`config.mk`:
```
export PLATFORM = sky130hd
export DESIGN_NAME = rr_endpoint
export DESIGN_NICKNAME = d
export VERILOG_FILES = /design/src/rtl/rr_pkg.sv /design/src/rtl/rr_credit_tracker.sv /design/src/rtl/rr_req_queue.sv /design/src/rtl/rr_mem_server.sv /design/src/rtl/rr_endpoint.sv
export SDC_FILE = /design/constraint.sdc
export NUM_CORES = 1
export LEC_CHECK = 0
export BUFFER_PORTS_ARGS = -buffer_cell sky130_fd_sc_hd__buf_4
export CORE_ASPECT_RATIO = 0.9
export CORE_MARGIN = 2
export CORE_UTILIZATION = 56
export DETAILED_ROUTE_END_ITERATION = 8
export PLACE_DENSITY_LB_ADDON = 0.05
export REMOVE_ABC_BUFFERS = 1
export SLEW_MARGIN = 10
export SYNTH_ARGS = -nofsm -noshare
export SYNTH_HDL_FRONTEND = slang
export SYNTH_SLANG_ARGS = --single-unit
```
`constraint.sdc`:
```
create_clock -name clk -period 4.1 [get_ports clk]
set_clock_uncertainty 0.15 [all_clocks]
set_input_delay 1.025 -clock clk [delete_from_list [all_inputs] [get_ports clk]]
set_output_delay 1.025 -clock clk [all_outputs]
set_load 0.01 [all_outputs]
```
`src/rtl/rr_pkg.sv`:
```
package rr_pkg;
    typedef enum logic [1:0] {
        SRV_IDLE   = 2'd0,
        SRV_ACCESS = 2'd1,
        SRV_REPLY  = 2'd2
    } srv_state_e;
endpackage

```
`src/rtl/rr_credit_tracker.sv`:
```
module rr_credit_tracker #(
    parameter int CREDITS = 2,
    parameter int TAG_W   = 1,
    parameter int DATA_W  = 16
) (
    input  logic              clk,
    input  logic              rst_n,
    input  logic              issue,
    output logic              have_credit,
    output logic [TAG_W-1:0]  alloc_tag,
    input  logic              rsp_valid,
    input  logic [TAG_W-1:0]  rsp_tag,
    input  logic              rsp_write,
    input  logic [DATA_W-1:0] rsp_data,
    output logic              cpl_valid,
    input  logic              cpl_ready,
    output logic [TAG_W-1:0]  cpl_tag,
    output logic              cpl_write,
    output logic [DATA_W-1:0] cpl_data,
    output logic [CREDITS-1:0] slot_busy,
    output logic [CREDITS-1:0] slot_full
);
    logic [DATA_W-1:0] slot_data [CREDITS];
    logic [CREDITS-1:0] slot_wr;

    always_comb begin
        alloc_tag   = '0;
        have_credit = 1'b0;
        for (int i = CREDITS - 1; i >= 0; i--) begin
            if (!slot_busy[i]) begin
                alloc_tag   = TAG_W'(i);
                have_credit = 1'b1;
            end
        end
    end

    always_comb begin
        cpl_tag   = '0;
        cpl_valid = 1'b0;
        for (int i = CREDITS - 1; i >= 0; i--) begin
            if (slot_full[i]) begin
                cpl_tag   = TAG_W'(i);
                cpl_valid = 1'b1;
            end
        end
    end

    assign cpl_write = slot_wr[cpl_tag];
    assign cpl_data  = slot_data[cpl_tag];

    always_ff @(posedge clk) begin
        if (!rst_n) begin
            slot_busy <= '0;
            slot_full <= '0;
            slot_wr   <= '0;
        end else begin
            if (issue) begin
                slot_busy[alloc_tag] <= 1'b1;
            end
            if (rsp_valid) begin
                slot_full[rsp_tag] <= 1'b1;
                slot_wr[rsp_tag]   <= rsp_write;
            end
            if (cpl_valid && cpl_ready) begin
                slot_busy[cpl_tag] <= 1'b0;
                slot_full[cpl_tag] <= 1'b0;
            end
        end
    end

    always_ff @(posedge clk) begin
        if (rsp_valid) begin
            slot_data[rsp_tag] <= rsp_data;
        end
    end
endmodule

```
`src/rtl/rr_req_queue.sv`:
```
module rr_req_queue #(
    parameter int NODES   = 4,
    parameter int CREDITS = 2,
    parameter int SELF_ID = 0,
    parameter int NODE_W  = 2,
    parameter int ENT_W   = 25,
    parameter int CNT_W   = 2
) (
    input  logic                   clk,
    input  logic                   rst_n,
    input  logic                   in_valid,
    input  logic [ENT_W-1:0]       in_entry,
    output logic                   in_ready,
    output logic                   out_valid,
    output logic [ENT_W-1:0]       out_entry,
    input  logic                   pop,
    output logic [NODES*CNT_W-1:0] src_cnt_flat
);
    localparam int DEPTH = CREDITS * (NODES - 1);
    localparam int PTR_W = (DEPTH > 1) ? $clog2(DEPTH) : 1;
    localparam int OCC_W = $clog2(DEPTH + 1);

    logic [ENT_W-1:0] store [DEPTH];
    logic [PTR_W-1:0] wr_ptr, rd_ptr;
    logic [OCC_W-1:0] occ;
    logic [CNT_W-1:0] src_cnt [NODES];
    logic [NODE_W-1:0] in_src, pop_src;
    logic src_ok, push;

    assign in_src  = in_entry[ENT_W-1 -: NODE_W];
    assign pop_src = out_entry[ENT_W-1 -: NODE_W];
    assign src_ok  = ({1'b0, in_src} < (NODE_W + 1)'(NODES)) && (in_src != NODE_W'(SELF_ID));
    assign in_ready  = src_ok && (src_cnt[in_src] < CNT_W'(CREDITS));
    assign push      = in_valid && in_ready;
    assign out_valid = (occ != '0);
    assign out_entry = store[rd_ptr];

    function automatic logic [PTR_W-1:0] step(input logic [PTR_W-1:0] p);
        return (p == PTR_W'(DEPTH - 1)) ? '0 : p + 1'b1;
    endfunction

    always_ff @(posedge clk) begin
        if (!rst_n) begin
            wr_ptr <= '0;
            rd_ptr <= '0;
            occ    <= '0;
            for (int n = 0; n < NODES; n++) src_cnt[n] <= '0;
        end else begin
            if (push) wr_ptr <= step(wr_ptr);
            if (pop)  rd_ptr <= step(rd_ptr);
            occ <= occ + OCC_W'(push) - OCC_W'(pop);
            for (int n = 0; n < NODES; n++) begin
                src_cnt[n] <= src_cnt[n]
                            + CNT_W'(push && (in_src == NODE_W'(n)))
                            - CNT_W'(pop && (pop_src == NODE_W'(n)));
            end
        end
    end

    always_ff @(posedge clk) begin
        if (push) store[wr_ptr] <= in_entry;
    end

    generate
        for (genvar g = 0; g < NODES; g++) begin : g_cnt
            assign src_cnt_flat[g*CNT_W +: CNT_W] = src_cnt[g];
        end
    endgenerate
endmodule

```
`src/rtl/rr_mem_server.sv`:
```
module rr_mem_server
    import rr_pkg::*;
#(
    parameter int NODE_W  = 2,
    parameter int TAG_W   = 1,
    parameter int ADDR_W  = 5,
    parameter int DATA_W  = 16,
    parameter int MEM_LAT = 2
) (
    input  logic              clk,
    input  logic              rst_n,
    input  logic              q_valid,
    input  logic [NODE_W-1:0] q_src,
    input  logic [TAG_W-1:0]  q_tag,
    input  logic              q_write,
    input  logic [ADDR_W-1:0] q_addr,
    input  logic [DATA_W-1:0] q_data,
    output logic              q_pop,
    output logic              rpo_valid,
    input  logic              rpo_ready,
    output logic [NODE_W-1:0] rpo_dest,
    output logic [TAG_W-1:0]  rpo_tag,
    output logic              rpo_write,
    output logic [DATA_W-1:0] rpo_data
);
    localparam int WORDS = 1 << ADDR_W;
    localparam int LAT_W = (MEM_LAT > 1) ? $clog2(MEM_LAT) : 1;

    srv_state_e state, state_nx;
    logic [LAT_W-1:0]  lat_cnt;
    logic [ADDR_W-1:0] cur_addr;
    logic [DATA_W-1:0] cur_wdata;
    logic [DATA_W-1:0] mem [WORDS];
    logic              last_beat;

    assign last_beat = (lat_cnt == LAT_W'(MEM_LAT - 1));

    always_ff @(posedge clk) begin
        if (!rst_n) state <= SRV_IDLE;
        else        state <= state_nx;
    end

    always_comb begin
        state_nx = state;
        unique case (state)
            SRV_IDLE:   if (q_valid)   state_nx = SRV_ACCESS;
            SRV_ACCESS: if (last_beat) state_nx = SRV_REPLY;
            SRV_REPLY:  if (rpo_ready) state_nx = SRV_IDLE;
            default:                   state_nx = SRV_IDLE;
        endcase
    end

    always_comb begin
        q_pop     = 1'b0;
        rpo_valid = 1'b0;
        unique case (state)
            SRV_IDLE:   q_pop     = q_valid;
            SRV_ACCESS: ;
            SRV_REPLY:  rpo_valid = 1'b1;
            default:    ;
        endcase
    end

    always_ff @(posedge clk) begin
        if (!rst_n) begin
            lat_cnt   <= '0;
            rpo_dest  <= '0;
            rpo_tag   <= '0;
            rpo_write <= 1'b0;
            rpo_data  <= '0;
            cur_addr  <= '0;
            cur_wdata <= '0;
            for (int w = 0; w < WORDS; w++) mem[w] <= '0;
        end else begin
            if (state == SRV_IDLE && q_valid) begin
                lat_cnt   <= '0;
                rpo_dest  <= q_src;
                rpo_tag   <= q_tag;
                rpo_write <= q_write;
                cur_addr  <= q_addr;
                cur_wdata <= q_data;
            end else if (state == SRV_ACCESS) begin
                lat_cnt <= lat_cnt + 1'b1;
                if (last_beat) begin
                    if (rpo_write) begin
                        mem[cur_addr] <= cur_wdata;
                        rpo_data      <= '0;
                    end else begin
                        rpo_data <= mem[cur_addr];
                    end
                end
            end
        end
    end
endmodule

```
`src/rtl/rr_endpoint.sv`:
```
module rr_endpoint #(
    parameter int NODES   = 4,
    parameter int CREDITS = 2,
    parameter int SELF_ID = 0,
    parameter int ADDR_W  = 5,
    parameter int DATA_W  = 16,
    parameter int MEM_LAT = 2,
    localparam int NODE_W = $clog2(NODES),
    localparam int TAG_W  = (CREDITS > 1) ? $clog2(CREDITS) : 1
) (
    input  logic              clk,
    input  logic              rst_n,
    input  logic              cmd_valid,
    output logic              cmd_ready,
    input  logic              cmd_write,
    input  logic [NODE_W-1:0] cmd_dest,
    input  logic [ADDR_W-1:0] cmd_addr,
    input  logic [DATA_W-1:0] cmd_wdata,
    output logic              cpl_valid,
    input  logic              cpl_ready,
    output logic [TAG_W-1:0]  cpl_tag,
    output logic              cpl_write,
    output logic [DATA_W-1:0] cpl_data,
    output logic              rqo_valid,
    input  logic              rqo_ready,
    output logic [NODE_W-1:0] rqo_src,
    output logic [NODE_W-1:0] rqo_dest,
    output logic [TAG_W-1:0]  rqo_tag,
    output logic              rqo_write,
    output logic [ADDR_W-1:0] rqo_addr,
    output logic [DATA_W-1:0] rqo_data,
    input  logic              rpi_valid,
    input  logic [TAG_W-1:0]  rpi_tag,
    input  logic              rpi_write,
    input  logic [DATA_W-1:0] rpi_data,
    input  logic              rqi_valid,
    output logic              rqi_ready,
    input  logic [NODE_W-1:0] rqi_src,
    input  logic [TAG_W-1:0]  rqi_tag,
    input  logic              rqi_write,
    input  logic [ADDR_W-1:0] rqi_addr,
    input  logic [DATA_W-1:0] rqi_data,
    output logic              rpo_valid,
    input  logic              rpo_ready,
    output logic [NODE_W-1:0] rpo_dest,
    output logic [TAG_W-1:0]  rpo_tag,
    output logic              rpo_write,
    output logic [DATA_W-1:0] rpo_data
);
    localparam int ENT_W = NODE_W + TAG_W + 1 + ADDR_W + DATA_W;
    localparam int CNT_W = $clog2(CREDITS + 1);

    typedef struct packed {
        logic [NODE_W-1:0] src;
        logic [TAG_W-1:0]  tag;
        logic              write;
        logic [ADDR_W-1:0] addr;
        logic [DATA_W-1:0] data;
    } inreq_t;

    logic              have_credit, issue;
    logic [TAG_W-1:0]  alloc_tag;
    logic [CREDITS-1:0] slot_busy, slot_full;
    logic [NODES*CNT_W-1:0] src_cnt_flat;
    inreq_t            in_ent, head_ent;
    logic              head_valid, head_pop;

    assign rqo_valid = cmd_valid && have_credit;
    assign cmd_ready = rqo_ready && have_credit;
    assign issue     = rqo_valid && rqo_ready;
    assign rqo_src   = NODE_W'(SELF_ID);
    assign rqo_dest  = cmd_dest;
    assign rqo_tag   = alloc_tag;
    assign rqo_write = cmd_write;
    assign rqo_addr  = cmd_addr;
    assign rqo_data  = cmd_wdata;

    rr_credit_tracker #(
        .CREDITS (CREDITS),
        .TAG_W   (TAG_W),
        .DATA_W  (DATA_W)
    ) u_credit (
        .clk         (clk),
        .rst_n       (rst_n),
        .issue       (issue),
        .have_credit (have_credit),
        .alloc_tag   (alloc_tag),
        .rsp_valid   (rpi_valid),
        .rsp_tag     (rpi_tag),
        .rsp_write   (rpi_write),
        .rsp_data    (rpi_data),
        .cpl_valid   (cpl_valid),
        .cpl_ready   (cpl_ready),
        .cpl_tag     (cpl_tag),
        .cpl_write   (cpl_write),
        .cpl_data    (cpl_data),
        .slot_busy   (slot_busy),
        .slot_full   (slot_full)
    );

    assign in_ent = '{src: rqi_src, tag: rqi_tag, write: rqi_write,
                      addr: rqi_addr, data: rqi_data};

    rr_req_queue #(
        .NODES   (NODES),
        .CREDITS (CREDITS),
        .SELF_ID (SELF_ID),
        .NODE_W  (NODE_W),
        .ENT_W   (ENT_W),
        .CNT_W   (CNT_W)
    ) u_queue (
        .clk          (clk),
        .rst_n        (rst_n),
        .in_valid     (rqi_valid),
        .in_entry     (in_ent),
        .in_ready     (rqi_ready),
        .out_valid    (head_valid),
        .out_entry    (head_ent),
        .pop          (head_pop),
        .src_cnt_flat (src_cnt_flat)
    );

    rr_mem_server #(
        .NODE_W  (NODE_W),
        .TAG_W   (TAG_W),
        .ADDR_W  (ADDR_W),
        .DATA_W  (DATA_W),
        .MEM_LAT (MEM_LAT)
    ) u_server (
        .clk       (clk),
        .rst_n     (rst_n),
        .q_valid   (head_valid),
        .q_src     (head_ent.src),
        .q_tag     (head_ent.tag),
        .q_write   (head_ent.write),
        .q_addr    (head_ent.addr),
        .q_data    (head_ent.data),
        .q_pop     (head_pop),
        .rpo_valid (rpo_valid),
        .rpo_ready (rpo_ready),
        .rpo_dest  (rpo_dest),
        .rpo_tag   (rpo_tag),
        .rpo_write (rpo_write),
        .rpo_data  (rpo_data)
    );
endmodule

```
==> impl_results.md <==
- LEAKAGE: 13.2 nW
- Initial antenna violation count: 4
- Vias: 18795
- RSZ-0062 raised after global routing: false
- I/O pin count: 145
- CTS tree: done
- Num CTS Buffers: 77
- Routed vias/inst: 5.95
- Worst r2r path cells: 5
- Fin crit period: 3140 ps
- Final period util: 0.767
- Hold_buf cts: 0
- CTS resizes: 0
- Number of max-cap violations: 0
- Diode count: 0
- Drt drc: 0
- Main synth FF type: edfxtp_1
- First-pass GRT wire length: 121 mm
- Share of layout cells above drive strength 1: 0.209
- Worst hold path depth: 2
- Starting DRT DRC Count: 1763
- Worst VDD drop: 0.000487 V
- Drt wl/cell: 25.8 µm
- Crit path kind: reg2out
- Worst-path clk slew: 60 ps
- Syn Area/Cell: 15.0 µm²
- Setup crit end kind: output pin
- Startpoint Class: register
- Class of the worst hold path: reg2reg
- Die Y: 236 µm
- Vias in the first global route: 19128
- DRT Pass-1 Iters: 7
- Critical Path RT: 2920 ps
- Final Setup Violations: 0
- Fin. Hold Viols: 0
- Starting Density: 0.565
- Final Slew Violations: 0
- Yosys reg bits: 767
- Buffers on Ports: 94
- Yosys top cell area share: 0.620
- Clock sink total: 767
- GP Congestion: 0.866
- Seq/Total Area, Yosys: 0.663
- Mapped Area: 33600 µm²
- Outcome: finished clean
- Antenna viol nets, final: 0
- Synth Warn #: 0
- Clock buffer depth: 3
- Arr. time, crit path: 1970 ps
- CTS H-tree lvls: 3
- Post-route cell area: 37700 µm²
- Total power density per cell area: 582 nW/µm²
- FFs w/ async S/R, synth: 0
- WL final: 81.4 mm
- Rel. slew slack: 0.383
- Clk Latency, worst-skew pair: 630 ps
- Hpwl dp: 50.1 mm
- Ranking of synthesized cells by area: edfxtp_1, and2_1, mux4_2, dfxtp_1, mux2i_1
- EDFF count, synth: 694
- Hold slack: 306 ps
- Number of core rows: 85
- Die area: 62000 µm²
- Max frequency: 318 MHz
- Critical path peak fanout: 18
- Pin count of the biggest net entering global routing: 52
- Library cells used by synthesis: 56
- Core area: 59600 µm²
- Clk root buf: clkbuf_16
- All-Layer GR Usage: 0.264
- Setup bufs post-CTS: 0
- Fin nets: 2395
- Worst-Margin Slew: 923 ps
- Die W: 262 µm
- Congestion Overflow GR: 0
- Setup TNS: 0 ps
- Gate Count Post-Synth: 2238
- Cell taking the most area after synthesis: edfxtp_1
- Post-DP Area: 35200 µm²
- Area growth from synthesis to layout: 12.1%
worst max-delay path: stages, from the launching register on:
cell and delay, ps:
dfxtp_1 340, nor2b_1 200, buf_4 290, mux2_2 380, buf_4 150
layer usage:
| layer | share of wire | vias to the layer above | track usage |
|---|---|---|---|
| met5 | 0.00084 | - | 0.00463 |
| li1 | - | 8448 | - |
| met1 | 0.42 | 9540 | 0.360 |
| met3 | 0.066 | 139 | 0.0530 |
| met2 | 0.49 | 662 | 0.431 |
| met4 | 0.029 | 6 | 0.0826 |
metrics by stage:
step | instances | setup WS (ps) | util | power (W)
after floorplan | 2032 | -2700 | - | 0.0131
after global placement | 3016 | 827 | 0.591 | 0.0151
after detailed placement | 3016 | 668 | 0.591 | 0.0152
after CTS | 3157 | 916 | 0.633 | 0.0221
after global routing | 3157 | 722 | 0.633 | 0.0227
final | 3157 | 955 | 0.633 | 0.0219
layout by cell type, fill, tap and decap left out, types with 9 or more instances in the layout:
master,instances
edfxtp_1,694
and2_1,532
buf_4,198
mux2i_1,136
mux4_2,105
clkbuf_16,77
dfxtp_1,65
nand2_1,60
a21oi_1,55
nor2_1,50
mux2_2,37
o21ai_1,32
o21ai_0,31
a22oi_1,31
o211ai_1,23
clkbuf_1,19
a2111oi_2,17
a221oi_1,15
clkinv_2,13
o2bb2ai_1,12
nor2b_1,10
clkinv_1,10
inv_1,9
nand2b_1,9
a2111oi_1,9
synth_stat cells, types with 12 or more instances:
| cell type | count |
|---|---|
| clkbuf_1 | 130 |
| a2111oi_2 | 17 |
| a221oi_1 | 15 |
| buf_2 | 22 |
| and2_1 | 532 |
| o211ai_1 | 23 |
| nand2_1 | 60 |
| mux2i_1 | 136 |
| dfxtp_1 | 73 |
| o2bb2ai_1 | 12 |
| edfxtp_1 | 694 |
| a21oi_1 | 55 |
| o21ai_0 | 63 |
| mux4_2 | 105 |
| buf_4 | 42 |
| mux2_2 | 37 |
| a22oi_1 | 31 |
| nor2_1 | 55 |
flip-flops by register name, summed over array words and instances (netlist names), 3 cells and up, named ones only:
signal              count
u_server.mem          512
u_queue.store         150
u_credit.slot_data     32
u_server.cur_wdata     16
u_server.rpo_data      16
u_queue.src_cnt         6
u_server.cur_addr       5
u_queue.occ             3
u_queue.rd_ptr          3
u_queue.wr_ptr          3
worst paths after layout:
kind | slack, ps | start | endpoint
setup / recovery | 960 | u_credit.slot_full[1] | cpl_data[4]
hold / removal | 310 | u_server.cur_wdata[15] | u_server.cur_wdata[15]
setup reg to reg | 1000 | register | u_server.rpo_data[15]
hold reg to reg | 310 | u_server.cur_wdata[15] | u_server.cur_wdata[15]
cell type report:
cell class                      instances  area [µm²]
Tap cell                              783         980
Inverter                               10        37.5
Fill cell                            4398       21900
Clock buffer                          101        2070
Sequential cell                       767       22300
Clock inverter                         40         412
Timing Repair Buffer                  201        1550
Multi-Input combinational cell       1255       10300
report_power, final:
part / total [W] / leakage (nW) / internal (W) / switching, W
combinational: 0.00528 / 4.40 / 0.00203 / 0.00325
clock: 0.00695 / 1.21 / 0.00397 / 0.00298
sequential: 0.00971 / 7.55 / 0.00898 / 0.000732
cell families (layout without fill, tap and decap cells):
kind of cell / Yosys count / after routing / synth area share
buffers and inverters: 217 / 352 / 0.0308
and+or+nand+nor: 704 / 704 / 0.123
other: 1 / 2 / 0.000112
adders and majority gates: 8 / 8 / 0.00320
AOI/OAI and AO/OA: 254 / 254 / 0.0540
xor gates and xnor gates: 9 / 9 / 0.00234
DFF: 767 / 767 / 0.663
muxes: 278 / 278 / 0.123
Note: power is estimated with default switching activity, not from simulation.
